<file path="src/rtl/irq_accept_pkg.sv">
package irq_accept_pkg;
  localparam int LVLW = 3;
  typedef logic [LVLW-1:0] lvl_t;
  localparam lvl_t LVL_OFF   = 3'd7;
  localparam lvl_t MASK_OPEN = 3'd7;
  localparam int LAT_ENTRY_BASE = 24;
  localparam int LAT_RET_BASE   = 15;
  localparam int LAT_PER_ACCESS = 6;
endpackage

</file>
<file path="src/rtl/irq_src_bank.sv">
module irq_src_bank #(
  parameter int NSRC = 8
) (
  input  logic            clk,
  input  logic            rst_n,
  input  logic [NSRC-1:0] evt_set,
  input  logic [NSRC-1:0] cause_clr,
  input  logic [NSRC-1:0] en_set,
  input  logic [NSRC-1:0] en_clr,
  output logic [NSRC-1:0] cause_q,
  output logic [NSRC-1:0] en_q
);
  logic [NSRC-1:0] cause_d;
  logic [NSRC-1:0] en_d;

  for (genvar g = 0; g < NSRC; g++) begin : g_src
    always_comb begin
      cause_d[g] = cause_q[g];
      if (cause_clr[g]) cause_d[g] = 1'b0;
      if (evt_set[g])   cause_d[g] = 1'b1;   // event has precedence
      en_d[g] = en_q[g];
      if (en_set[g]) en_d[g] = 1'b1;
      if (en_clr[g]) en_d[g] = 1'b0;         // clear has precedence
    end

    always_ff @(posedge clk or negedge rst_n) begin
      if (!rst_n) begin
        cause_q[g] <= 1'b0;
        en_q[g]    <= 1'b0;
      end else begin
        cause_q[g] <= cause_d[g];
        en_q[g]    <= en_d[g];
      end
    end
  end
endmodule

</file>
<file path="src/rtl/irq_arbiter.sv">
module irq_arbiter
  import irq_accept_pkg::*;
#(
  parameter int NSRC = 8,
  localparam int IDXW = (NSRC > 1) ? $clog2(NSRC) : 1
) (
  input  logic [NSRC-1:0]      req,
  input  logic [NSRC*LVLW-1:0] lvl_flat,
  output logic                 any_req,
  output logic [IDXW-1:0]      win_idx,
  output lvl_t                 win_lvl
);
  always_comb begin
    any_req = 1'b0;
    win_idx = '0;
    win_lvl = LVL_OFF;
    for (int i = 0; i < NSRC; i++) begin
      // strict compare keeps the lower index on equal levels
      if (req[i] && (!any_req || (lvl_flat[i*LVLW +: LVLW] < win_lvl))) begin
        any_req = 1'b1;
        win_idx = IDXW'(i);
        win_lvl = lvl_flat[i*LVLW +: LVLW];
      end
    end
  end
endmodule

</file>
<file path="src/rtl/irq_accept_ctl.sv">
module irq_accept_ctl
  import irq_accept_pkg::*;
#(
  parameter int NSRC   = 8,
  parameter int WAIT_N = 1,
  localparam int IDXW  = (NSRC > 1) ? $clog2(NSRC) : 1,
  localparam int ENTRY_LAT = LAT_ENTRY_BASE + LAT_PER_ACCESS * WAIT_N,
  localparam int RET_LAT   = LAT_RET_BASE + LAT_PER_ACCESS * WAIT_N,
  localparam int CNTW      = $clog2(ENTRY_LAT + 1)
) (
  input  logic            clk,
  input  logic            rst_n,
  input  logic            any_req,
  input  logic [IDXW-1:0] win_idx,
  input  lvl_t            win_lvl,
  input  logic            insn_done,
  input  logic            ret_pulse,
  input  logic            mask_wr,
  input  lvl_t            mask_wdata,
  input  logic            gie_wr,
  input  logic            gie_wdata,
  output logic            take_irq,
  output logic [IDXW-1:0] vec_num,
  output lvl_t            cur_mask,
  output logic            gie,
  output logic            busy
);
  logic [CNTW-1:0] cnt_q, cnt_d;
  logic            ret_mode_q, ret_mode_d;
  lvl_t            saved_q, saved_d, mask_d;
  logic            gie_d, take_d;
  logic [IDXW-1:0] vec_d;
  logic            lvl_ok, accept, ret_start, restore;

  assign busy      = (cnt_q != '0);
  assign lvl_ok    = any_req && (win_lvl < cur_mask);
  assign accept    = lvl_ok && gie && insn_done && !busy && !ret_pulse;
  assign ret_start = ret_pulse && !busy;
  assign restore   = ret_mode_q && (cnt_q == CNTW'(1));

  always_comb begin
    cnt_d      = busy ? cnt_q - CNTW'(1) : cnt_q;
    ret_mode_d = restore ? 1'b0 : ret_mode_q;
    saved_d    = saved_q;
    mask_d     = mask_wr ? mask_wdata : cur_mask;
    gie_d      = gie_wr ? gie_wdata : gie;
    take_d     = 1'b0;
    vec_d      = vec_num;
    if (restore) mask_d = saved_q;
    if (accept) begin
      take_d  = 1'b1;
      vec_d   = win_idx;
      saved_d = cur_mask;
      mask_d  = win_lvl;
      cnt_d   = CNTW'(ENTRY_LAT);
    end else if (ret_start) begin
      cnt_d      = CNTW'(RET_LAT);
      ret_mode_d = 1'b1;
    end
  end

  always_ff @(posedge clk or negedge rst_n) begin
    if (!rst_n) begin
      cnt_q      <= '0;
      ret_mode_q <= 1'b0;
      saved_q    <= MASK_OPEN;
      cur_mask   <= MASK_OPEN;
      gie        <= 1'b0;
      take_irq   <= 1'b0;
      vec_num    <= '0;
    end else begin
      cnt_q      <= cnt_d;
      ret_mode_q <= ret_mode_d;
      saved_q    <= saved_d;
      cur_mask   <= mask_d;
      gie        <= gie_d;
      take_irq   <= take_d;
      vec_num    <= vec_d;
    end
  end
endmodule

</file>
<file path="src/rtl/irq_accept_unit.sv">
module irq_accept_unit
  import irq_accept_pkg::*;
#(
  parameter int NSRC   = 8,
  parameter int WAIT_N = 1,
  localparam int IDXW  = (NSRC > 1) ? $clog2(NSRC) : 1
) (
  input  logic                 clk,
  input  logic                 rst_n,
  input  logic [NSRC-1:0]      evt_set,
  input  logic [NSRC-1:0]      sw_cause_clr,
  input  logic [NSRC-1:0]      sw_en_set,
  input  logic [NSRC-1:0]      sw_en_clr,
  input  logic [NSRC*LVLW-1:0] src_level,
  input  logic                 mask_wr,
  input  logic [LVLW-1:0]      mask_wdata,
  input  logic                 gie_wr,
  input  logic                 gie_wdata,
  input  logic                 insn_done,
  input  logic                 ret_pulse,
  output logic [NSRC-1:0]      cause_q,
  output logic [NSRC-1:0]      en_q,
  output logic                 pending,
  output logic                 take_irq,
  output logic [IDXW-1:0]      vec_num,
  output logic [LVLW-1:0]      cur_mask,
  output logic                 gie,
  output logic                 busy
);
  logic [NSRC-1:0] req;
  logic [IDXW-1:0] win_idx;
  lvl_t            win_lvl;

  irq_src_bank #(.NSRC(NSRC)) u_bank (
    .clk(clk), .rst_n(rst_n), .evt_set(evt_set), .cause_clr(sw_cause_clr),
    .en_set(sw_en_set), .en_clr(sw_en_clr), .cause_q(cause_q), .en_q(en_q)
  );

  for (genvar g = 0; g < NSRC; g++) begin : g_req
    assign req[g] = cause_q[g] && en_q[g] && (src_level[g*LVLW +: LVLW] != LVL_OFF);
  end

  irq_arbiter #(.NSRC(NSRC)) u_arb (
    .req(req), .lvl_flat(src_level), .any_req(pending),
    .win_idx(win_idx), .win_lvl(win_lvl)
  );

  irq_accept_ctl #(.NSRC(NSRC), .WAIT_N(WAIT_N)) u_ctl (
    .clk(clk), .rst_n(rst_n), .any_req(pending), .win_idx(win_idx),
    .win_lvl(win_lvl), .insn_done(insn_done), .ret_pulse(ret_pulse),
    .mask_wr(mask_wr), .mask_wdata(mask_wdata), .gie_wr(gie_wr),
    .gie_wdata(gie_wdata), .take_irq(take_irq), .vec_num(vec_num),
    .cur_mask(cur_mask), .gie(gie), .busy(busy)
  );
endmodule

</file>
<file path="config.mk">
export PLATFORM = sky130hd
export DESIGN_NAME = irq_accept_unit
export DESIGN_NICKNAME = d
export VERILOG_FILES = /design/src/rtl/irq_accept_pkg.sv /design/src/rtl/irq_src_bank.sv /design/src/rtl/irq_arbiter.sv /design/src/rtl/irq_accept_ctl.sv /design/src/rtl/irq_accept_unit.sv
export SDC_FILE = /design/constraint.sdc
export NUM_CORES = 1
export LEC_CHECK = 0
export BUFFER_PORTS_ARGS = -buffer_cell sky130_fd_sc_hd__buf_4
export CAP_MARGIN = 5
export CORE_MARGIN = 2
export CORE_UTILIZATION = 50
export DETAILED_ROUTE_END_ITERATION = 16
export PLACE_DENSITY_LB_ADDON = 0.3
export SYNTH_ARGS = -nofsm -noshare
export SYNTH_HDL_FRONTEND = slang
export SYNTH_HIERARCHICAL = 1
export SYNTH_SLANG_ARGS = --single-unit
</file>
<file path="constraint.sdc">
create_clock -name clk -period 18.62 [get_ports clk]
set_input_delay 2.793 -clock clk [delete_from_list [all_inputs] [get_ports clk]]
set_output_delay 2.793 -clock clk [all_outputs]
set_load 0.005 [all_outputs]
</file>
; Word-level counts from Yosys, hierarchy flattened
; Index checks and enable logic that the tools add are counted.
[totals]
reg_bits = 33
rom_bits = 0
latchBits = 0
inputBits = 66
mem_bits_rw = 0
word_cells = 171
out_inout_bits = 26
n_memories = 0
[op_classes]
shifts = 0
eq_ne = 9
magnitude_cmp = 8
addsub = 1
n_reduce_logical = 65
muxes = 65
n_bitwise = 0
multipliers = 0
div = 0
[op_table]
columns = op, count
row1 = 2-to-1 mux 1 bit, 45
row2 = 2-to-1 mux 3 bit, 15
row3 = nonzero test 2 bit, 16
row4 = logical AND 1 bit, 30
row5 = < comparator 3 bit, 8
row6 = "!= test 3 bit, second input constant", 8
row7 = 2-to-1 mux 5 bit, 3
row8 = zero test 1 bit, 9
row9 = logical OR 1 bit, 7
row10 = nonzero test 3 bit, 2
row11 = "== test 5 x 1 -> 1 bit, second input constant", 1
row12 = nonzero test 5 bit, 1
row13 = "subtractor 5 x 1 -> 5 bit, second input constant", 1
row14 = 2-to-1 mux 2 bit, 2

; Longest topological paths before layout
; Gate-level depths: netlist of the first run.
[logic_depth]
word_depth = 38
depth_mapped = 64

; By module
; The synthesis of the first run kept the hierarchy.
[modules_own_cells]
columns = module, cells_per_inst, area_each_um2, instances
row1 = irq_arbiter, 177, 1228.7, 1
row2 = irq_accept_ctl, 71, 899.6, 1
row3 = irq_src_bank, 48, 550.5, 1
row4 = irq_accept_unit, 16, 80.1, 1

; Worst setup path after synthesis of the first run
; No wires, ideal clock.
[synth_timing]
path_kind = in2reg
from = in src_level[4]
to = reg u_ctl.vec_num[0]
required_time_ns = 18.493
setup_slack_ns = 5.933
arrival_time_ns = 12.559
setup_ns = 0.127
cell_stages = 52
cell_sequence = a31oi_1 inv_1 o22ai_1 ha_1 nor2_1 o21ai_0 o21ai_2 o21ai_0 inv_1 ha_1 o311ai_0 nor3_1 a21oi_1 a22oi_1 or2_2 mux2_2 inv_1 ha_1 [... 16 more ...] ha_1 a21oi_1 o21ai_0 a31oi_1 a31o_2 nor2_1 a21oi_1 ha_1 a211oi_1 or3b_2 o31a_4 mux2i_1 ha_1 a21o_1 a2111o_1 buf_6 clkinv_2 mux2_1
[synth_between]
elab_chain_cells = 34
word_cells_on_any_way = 56
classes_between = order compare: 8 / eq/ne: 1 / mux: 21 / reduce/logical: 26
[synth_lines]
columns = item, line
row1 = "start, declared", irq_accept_unit.sv:14  ; input logic [NSRC*LVLW-1:0] src_level,
row2 = < comparator 3 bit or != test 3 bit (tied branches), "irq_arbiter.sv:19, irq_accept_unit.sv:40"
row3 = logical OR 1 bit or logical AND 1 bit (tied branches), "irq_arbiter.sv:19, irq_accept_unit.sv:40"
row4 = logical AND 1 bit, irq_arbiter.sv:19  ; if (req[i] && (!any_req || (lvl_flat[i*LVLW +: LVLW] < win_lvl))) begin
row5 = 2-to-1 mux 3 bit or 2-to-1 mux 1 bit (tied branches), irq_arbiter.sv:19
row6 = < comparator 3 bit or zero test 1 bit (tied branches), irq_arbiter.sv:19
row7 = logical OR 1 bit, irq_arbiter.sv:19
row8 = logical AND 1 bit, irq_arbiter.sv:19
row9 = 2-to-1 mux 3 bit or 2-to-1 mux 1 bit (tied branches), irq_arbiter.sv:19
row10 = [... 17 more ...], --
row11 = logical OR 1 bit, irq_arbiter.sv:19
row12 = logical AND 1 bit, irq_arbiter.sv:19
row13 = 2-to-1 mux 3 bit *, irq_arbiter.sv:19
row14 = named net win_lvl[1], irq_accept_unit.sv:32  ; lvl_t win_lvl;
row15 = < comparator 3 bit *, irq_accept_ctl.sv:36  ; assign lvl_ok = any_req && (win_lvl < cur_mask);
row16 = logical AND 1 bit *, irq_accept_ctl.sv:36
row17 = logical AND 1 bit * (4 in series), irq_accept_ctl.sv:37  ; assign accept = lvl_ok && gie && insn_done && !busy && !ret_pulse;
row18 = named net u_ctl.accept, irq_accept_ctl.sv:33  ; logic lvl_ok, accept, ret_start, restore;
row19 = "end signal, assigned", irq_accept_ctl.sv:78  ; vec_num <= vec_d;
row20 = "end, declared", irq_accept_ctl.sv:23  ; output logic [IDXW-1:0] vec_num,
; Mark *: on every way through the listed nets, which the timed path passes. The rest lies on a longest branch.
; A chain may end at the register's enable or synchronous reset.

; Worst setup path in the final report of the first run
[layout_timing]
from = in src_level[1]
to = reg u_ctl.vec_num[2]
[layout_between]
elab_chain_cells = 37
word_cells_on_any_way = 56
classes_between = order compare: 8 / eq/ne: 1 / mux: 20 / reduce/logical: 27
[layout_lines]
columns = item, line
row1 = != test 3 bit *, irq_accept_unit.sv:40  ; assign req[g] = cause_q[g] && en_q[g] && (src_level[g*LVLW +: LVLW] != LVL_OFF);
row2 = logical AND 1 bit *, irq_accept_unit.sv:40
row3 = named net req[0], irq_accept_unit.sv:30  ; logic [NSRC-1:0] req;
row4 = 2-to-1 mux 3 bit or 2-to-1 mux 1 bit (tied branches), irq_arbiter.sv:19
row5 = < comparator 3 bit or zero test 1 bit (tied branches), irq_arbiter.sv:19
row6 = logical OR 1 bit, irq_arbiter.sv:19
row7 = logical AND 1 bit, irq_arbiter.sv:19
row8 = 2-to-1 mux 3 bit or 2-to-1 mux 1 bit (tied branches), irq_arbiter.sv:19
row9 = [... 21 more ...], --
row10 = logical OR 1 bit, irq_arbiter.sv:19
row11 = logical AND 1 bit, irq_arbiter.sv:19
row12 = 2-to-1 mux 3 bit *, irq_arbiter.sv:19
row13 = named net win_lvl[1], irq_accept_unit.sv:32
row14 = < comparator 3 bit *, irq_accept_ctl.sv:36
row15 = logical AND 1 bit *, irq_accept_ctl.sv:36
row16 = logical AND 1 bit * (4 in series), irq_accept_ctl.sv:37
row17 = named net u_ctl.accept, irq_accept_ctl.sv:33
; Marks and branches as above.

==> impl_metrics.tcl, run 1 <==
set metrics [dict create \
    htree_levels 2 \
    relSlewSlack_pct 50.2 \
    firstDrtPassIters 4 \
    antenna_left 0 \
    finalInstanceArea_um2 3610 \
    cts_setup_buffers 0 \
    finalSetupViolCount 0 \
    initial_core_util_pct 51.0 \
    grt_pass1_wl_mm 11.8 \
    synthToLayoutAreaGrowth_pct 30.7 \
    ys_warn_count 6 \
    route.detailed.drc 0 \
    synthCells 312 \
    path_clk_slew_ns 0.07 \
    synth-seq-cells 33 \
    wl_per_cell_um 14.7 \
    numCtsBuffers 5 \
    tightest_slew_ns 0.743 \
    drt-met1-wl_mm 3.23 \
    crit_slowest_cell "a2111o_1" \
    rows 27 \
    synth_area_leaders "dfrtp_1, ha_1, dfstp_2" \
    critical_path.max_stage_delay_ns 0.62 \
    wl_met3_um 340 \
    place_area_um2 3520 \
    cts_tree "built" \
    synth.most_common_cell "nor2_1" \
    power_density_nw_per_um2 79.3 \
    fmax_mhz 70.6 \
    grt_antenna_before_repair 0 \
    worstSetupPathType "input port to flop" \
    drv_slew 0 \
    synth_top_area_share_pct 24.5 \
    finalNetCount 488 \
    clockBufferDepth 2 \
    cts.sinks 33 \
    core_area_um2 5410 \
    p_seq_share_pct 35.2 \
    synth_edf_count 0 \
    power.internal_uw 183 \
    antenna_cells 0 \
    ir_worst_vdd_mv 0.0641 \
    drive_above_1_share_pct 35.0 \
    ctsHoldBuffers 0 \
    grtUsageTotal_pct 23.9 \
    cp-start-kind "input port" \
    totalWireLength_mm 7.08 \
    status "finished, final reports clean" \
    setup-tns-final_ns 0 \
    avgSynthCellArea_um2 8.84 \
    overflow 0 \
    synth_seq_area_share_pct 30.2 \
    crit_arrival_ns 14.32 \
    syn_area_um2 2760 \
    cts_resized 0 \
    rsz0062_at_grt "no" \
    clk_latency_ns 0.28 \
    hold_slack_ns 0.512 \
    min_period_ns 14.16 \
    dr_wl_met2_mm 3.39 \
    die_height_um 78.3 \
    grt_max_degree 34 \
    async_flop_share_pct 100 \
    setup.worst_path.end_class "flop" \
    min_period_over_period_pct 76.0 \
    root_buffer "clkbuf_8" \
    skew_ns 0.00350 \
    first_iter_violations 169 \
    drt-vias-per-instance 5.62 \
    maxCapViolations 0 \
    final_hold_viol_count 0 \
    required_ns 18.79 \
    place_hpwl_mm 5.68 \
    synth_flop_cell "dfrtp_1" \
    critPathMaxFanout 10 \
    die_w_um 78.3 \
    vias 2701 \
    yosys.cell_types.count 72 \
    grt_pass1_vias 2623 \
    io_buffers 91 \
    cp_common_cell "ha_1" \
    combPwrFrac_pct 45.5 \
    highest_layer "met4" \
    netSwitchingPower_uw 103 \
    netSwitchingFraction_pct 36.1 \
    hold_path_class "flop to flop" \
    routabilityCongestion 0.974 \
    io_pins 92 \
    synth.top_cells.by_count "nor2_1, dfrtp_1, nand2_1" \
    synth_area_leader_cell "dfrtp_1" \
    clkPwrFrac_pct 19.3 \
    p_leak_uw 0.00176 \
    dieArea_um2 6130 \
]
## cell type report
| type | count | area [µm²] |
|---|---|---|
| Tap cell | 72 | 90.1 |
| Inverter | 27 | 103 |
| Timing Repair Buffer | 91 | 683 |
| Sequential cell | 33 | 833 |
| Fill cell | 453 | 1800 |
| Clock buffer | 8 | 90.1 |
| Multi-Input combinational cell | 250 | 1810 |
## worst max-delay path, delay by kind of cell
family	cells	cell delay (ns)
simple gates	9	1.77
mux	5	1.33
fa+ha+maj	7	1.79
compound gates	26	6.09
buf+inv	5	0.51
## power by group through the flow
stage	sequential [µW]	clock [µW]	combinational (µW)
after global placement	101	0	124
final	101	55.2	130
after detailed placement	102	0	129
after global routing	103	60.3	144
after CTS	101	57.2	130
after floorplan	99.1	0	86.1
## state kept, by name (all words and copies together) (netlist names)
signal	count
u_bank/cause_q	8
u_bank/en_q	8
u_ctl/cnt_q	5
u_ctl/cur_mask	3
u_ctl/saved_q	3
u_ctl/vec_num	3
u_ctl/gie	1
u_ctl/ret_mode_q	1
u_ctl/take_irq	1
## layout by cell type, fill, tap and decap left out, types with 9 or more instances in the layout
| cell type | synthesis | final |
|---|---|---|
| a31oi_1 | 11 | 11 |
| nand2_1 | 26 | 26 |
| dfrtp_1 | 27 | 27 |
| a21oi_1 | 18 | 18 |
| ha_1 | 14 | 14 |
| buf_4 | 0 | 91 |
| a21o_1 | 10 | 10 |
| inv_1 | 25 | 25 |
| o21ai_0 | 16 | 16 |
| mux2_2 | 9 | 9 |
| nor2_1 | 41 | 41 |
## worst paths after layout
path	start	endpoint	slack [ns]	cells past startpoint
worst max-delay path	src_level[1]	u_ctl/vec_num[2]	4.46	52
worst min-delay path	u_ctl/vec_num[0]	u_ctl/vec_num[0]	0.51	1
worst max register to register	u_bank/en_q[0]	u_ctl/vec_num[2]	6.71	52
worst min register to register	u_ctl/vec_num[0]	u_ctl/vec_num[0]	0.51	1
max in group asynchronous	rst_n	u_ctl/saved_q[2]	15.84	1
min in group asynchronous	rst_n	u_bank/en_q[5]	2.45	1
## routing by layer
metal | track usage [%] | up-vias
li1 | - | 1332
met1 | 31.7 | 1279
met2 | 39.4 | 76
met3 | 4.48 | 14
met4 | 8.07 | 0
met5 | 0 | -
## kinds of logic after synthesis
family,share of synthesized area (%)
simple gates,19.6
compound gates,29.0
flops,30.2
buf+inv,4.44
mux,9.61
fa+ha+maj,6.35
xor+xnor,0.635
other cells,0.136
## per-stage QoR
stage | setup WS, ns | total power, µW | utilization [%] | cells
after floorplan | 5.93 | 185 | - | 313
after global placement | 4.62 | 225 | 65.0 | 473
after detailed placement | 4.29 | 231 | 65.0 | 473
after CTS | 4.57 | 288 | 66.7 | 481
after global routing | 3.50 | 307 | 66.7 | 481
final | 4.46 | 286 | 66.7 | 481
Note: power is estimated with default switching activity, not from simulation.
==> inputs of run 2 (changes only) <==
--- a/config.mk
+++ b/config.mk
@@ -8,7 +8,7 @@
 export BUFFER_PORTS_ARGS = -buffer_cell sky130_fd_sc_hd__buf_4
 export CAP_MARGIN = 5
 export CORE_MARGIN = 2
-export CORE_UTILIZATION = 50
+export CORE_UTILIZATION = 46
 export DETAILED_ROUTE_END_ITERATION = 16
 export PLACE_DENSITY_LB_ADDON = 0.3
 export SYNTH_ARGS = -nofsm -noshare
==> constraint.sdc (replaced) <==
create_clock -name clk -period 11.4 [get_ports clk]
set_input_delay 1.71 -clock clk [delete_from_list [all_inputs] [get_ports clk]]
set_output_delay 1.71 -clock clk [all_outputs]
set_load 0.005 [all_outputs]
==> impl_metrics.tcl, run 2 (synthesis results as in run 1) <==
set metrics [dict create \
    maxCapViolations 0 \
    power.internal_uw 368 \
    path_clk_slew_ns 0.07 \
    drt-vias-per-instance 5.53 \
    route.detailed.drc 0 \
    netSwitchingPower_uw 197 \
    drv_slew 0 \
    grt_util_met2_pct 47.0 \
    cp-start-kind "input port" \
    finalSetupViolCount 0 \
    met1_usage_pct 32.8 \
    combPwrFrac_pct 50.6 \
    nFillCells 434 \
    netSwitchingFraction_pct 34.9 \
    io_pins 92 \
    mostFrequentLayoutCell "buf_4" \
    vias 3024 \
    min_period_ns 11.19 \
    fmax_mhz 89.4 \
    clkPwrFrac_pct 20.5 \
    die_w_um 81.4 \
    clk_latency_ns 0.29 \
    totalWireLength_mm 8.87 \
    clockBufferDepth 2 \
    overflow 0 \
    core_area_um2 5850 \
    place_ws_ns -0.604 \
    status "finished, final reports clean" \
    grtUsageTotal_pct 25.8 \
    die_height_um 81.4 \
    top_regs "u_bank/cause_q (8), u_bank/en_q (8), u_ctl/cnt_q (5)" \
    cts.sinks 33 \
    grt_pass1_vias 2949 \
    ir_worst_vdd_mv 0.0962 \
    critPathMaxFanout 8 \
    grt_pass1_wl_mm 13.4 \
    drive_above_1_share_pct 52.1 \
    wl_per_cell_um 16.2 \
    setup.worst_path.end_class "flop" \
    crit_arrival_ns 11.40 \
    initial_core_util_pct 47.2 \
    place_hpwl_mm 6.53 \
    crit_slowest_cell "a2111o_1" \
    antenna_cells 0 \
    use_met3_pct 2.86 \
    p_seq_share_pct 29.0 \
    busiest_layer "met2" \
    first_iter_violations 125 \
    power_density_nw_per_um2 131 \
    worstSetupPathType "input port to flop" \
    layout_common_cells "buf_4, nor2_1, dfrtp_1" \
    setup-tns-final_ns 0 \
    finalNetCount 551 \
    grt_max_degree 34 \
    grt_antenna_before_repair 0 \
    antenna_left 0 \
    cp_common_cell "o21ai_2" \
    hold_path_class "flop to flop" \
    final_hold_viol_count 0 \
    firstDrtPassIters 4 \
    tightest_slew_ns 0.730 \
    hold_slack_ns 0.522 \
    min_period_over_period_pct 98.2 \
    p_leak_uw 0.00210 \
    root_buffer "clkbuf_8" \
    synthToLayoutAreaGrowth_pct 56.2 \
    cts_tree "built" \
    rows 28 \
    critical_path.max_stage_delay_ns 0.50 \
    required_ns 11.61 \
    routabilityCongestion 0.905 \
    skew_ns 0.00656 \
    relSlewSlack_pct 50.9 \
    final_core_util_pct 73.7 \
    dieArea_um2 6630 \
    io_buffers 91 \
    htree_levels 2 \
    fin_ws_ns 0.209 \
    numCtsBuffers 5 \
]
run 2: timing repair:
item | in CTS | in global routing
gates resized for setup | 7 | 41
buffers inserted | 3 | 5
endpoints found under the setup margin | 15 | 15
pin swaps | 4 | 27
hold buffers | 0 | 0
run 2: layout make-up:
class | instances | area, µm² | area share [%]
Multi-Input combinational cell | 250 | 2000 | 46.5
Clock buffer | 7 | 86.3 | 2.00
Tap cell | 75 | 93.8 | 2.18
Inverter | 27 | 104 | 2.41
Clock inverter | 1 | 30.0 | 0.697
Sequential cell | 33 | 833 | 19.3
Timing Repair Buffer | 154 | 1160 | 26.9
run 2: layer usage:
layer  routed length, µm  vias to the layer above
met1                3790                     1493
li1                    -                     1461
met5                   0                        -
met4                 129                        0
met2                4700                       60
met3                 252                       10
run 2: power groups by stage:
stage / Clock [µW] / Sequential [µW] / Combinational, µW
2_1_floorplan: 0 / 162 / 142
3_3_place_gp: 0 / 165 / 238
3_5_place_dp: 0 / 165 / 248
4_1_cts: 118 / 164 / 257
5_1_grt: 122 / 167 / 311
6_report: 116 / 164 / 286
run 2: stage by stage:
stage,instances,cell area (µm²),total power [µW]
floorplan,313,2780,304
global placement,531,3950,403
detailed placement,531,3950,414
CTS,542,4110,539
global route,547,4310,600
finish,547,4310,566
run 2: path summary, 6_finish.rpt:
kind / endpoint / cells past startpoint / start / slack, ns
hold / removal: u_ctl/vec_num[1] / 1 / u_ctl/vec_num[1] / 0.52
max in group asynchronous: u_ctl/saved_q[1] / 1 / rst_n / 9.69
setup / recovery: u_ctl/cur_mask[2] / 56 / src_level[2] / 0.21
min in group asynchronous: u_bank/en_q[6] / 1 / rst_n / 1.36
setup reg to reg: u_ctl/cur_mask[2] / 56 / u_bank/cause_q[0] / 1.32
hold reg to reg: u_ctl/vec_num[1] / 1 / u_ctl/vec_num[1] / 0.52
run 2: critical path, delay by kind of cell:
family / cells / cell delay [ns]
compound gates: 25 / 4.14
fa+ha+maj: 7 / 1.79
buf+inv: 8 / 0.88
mux: 5 / 1.32
simple gates: 11 / 1.54
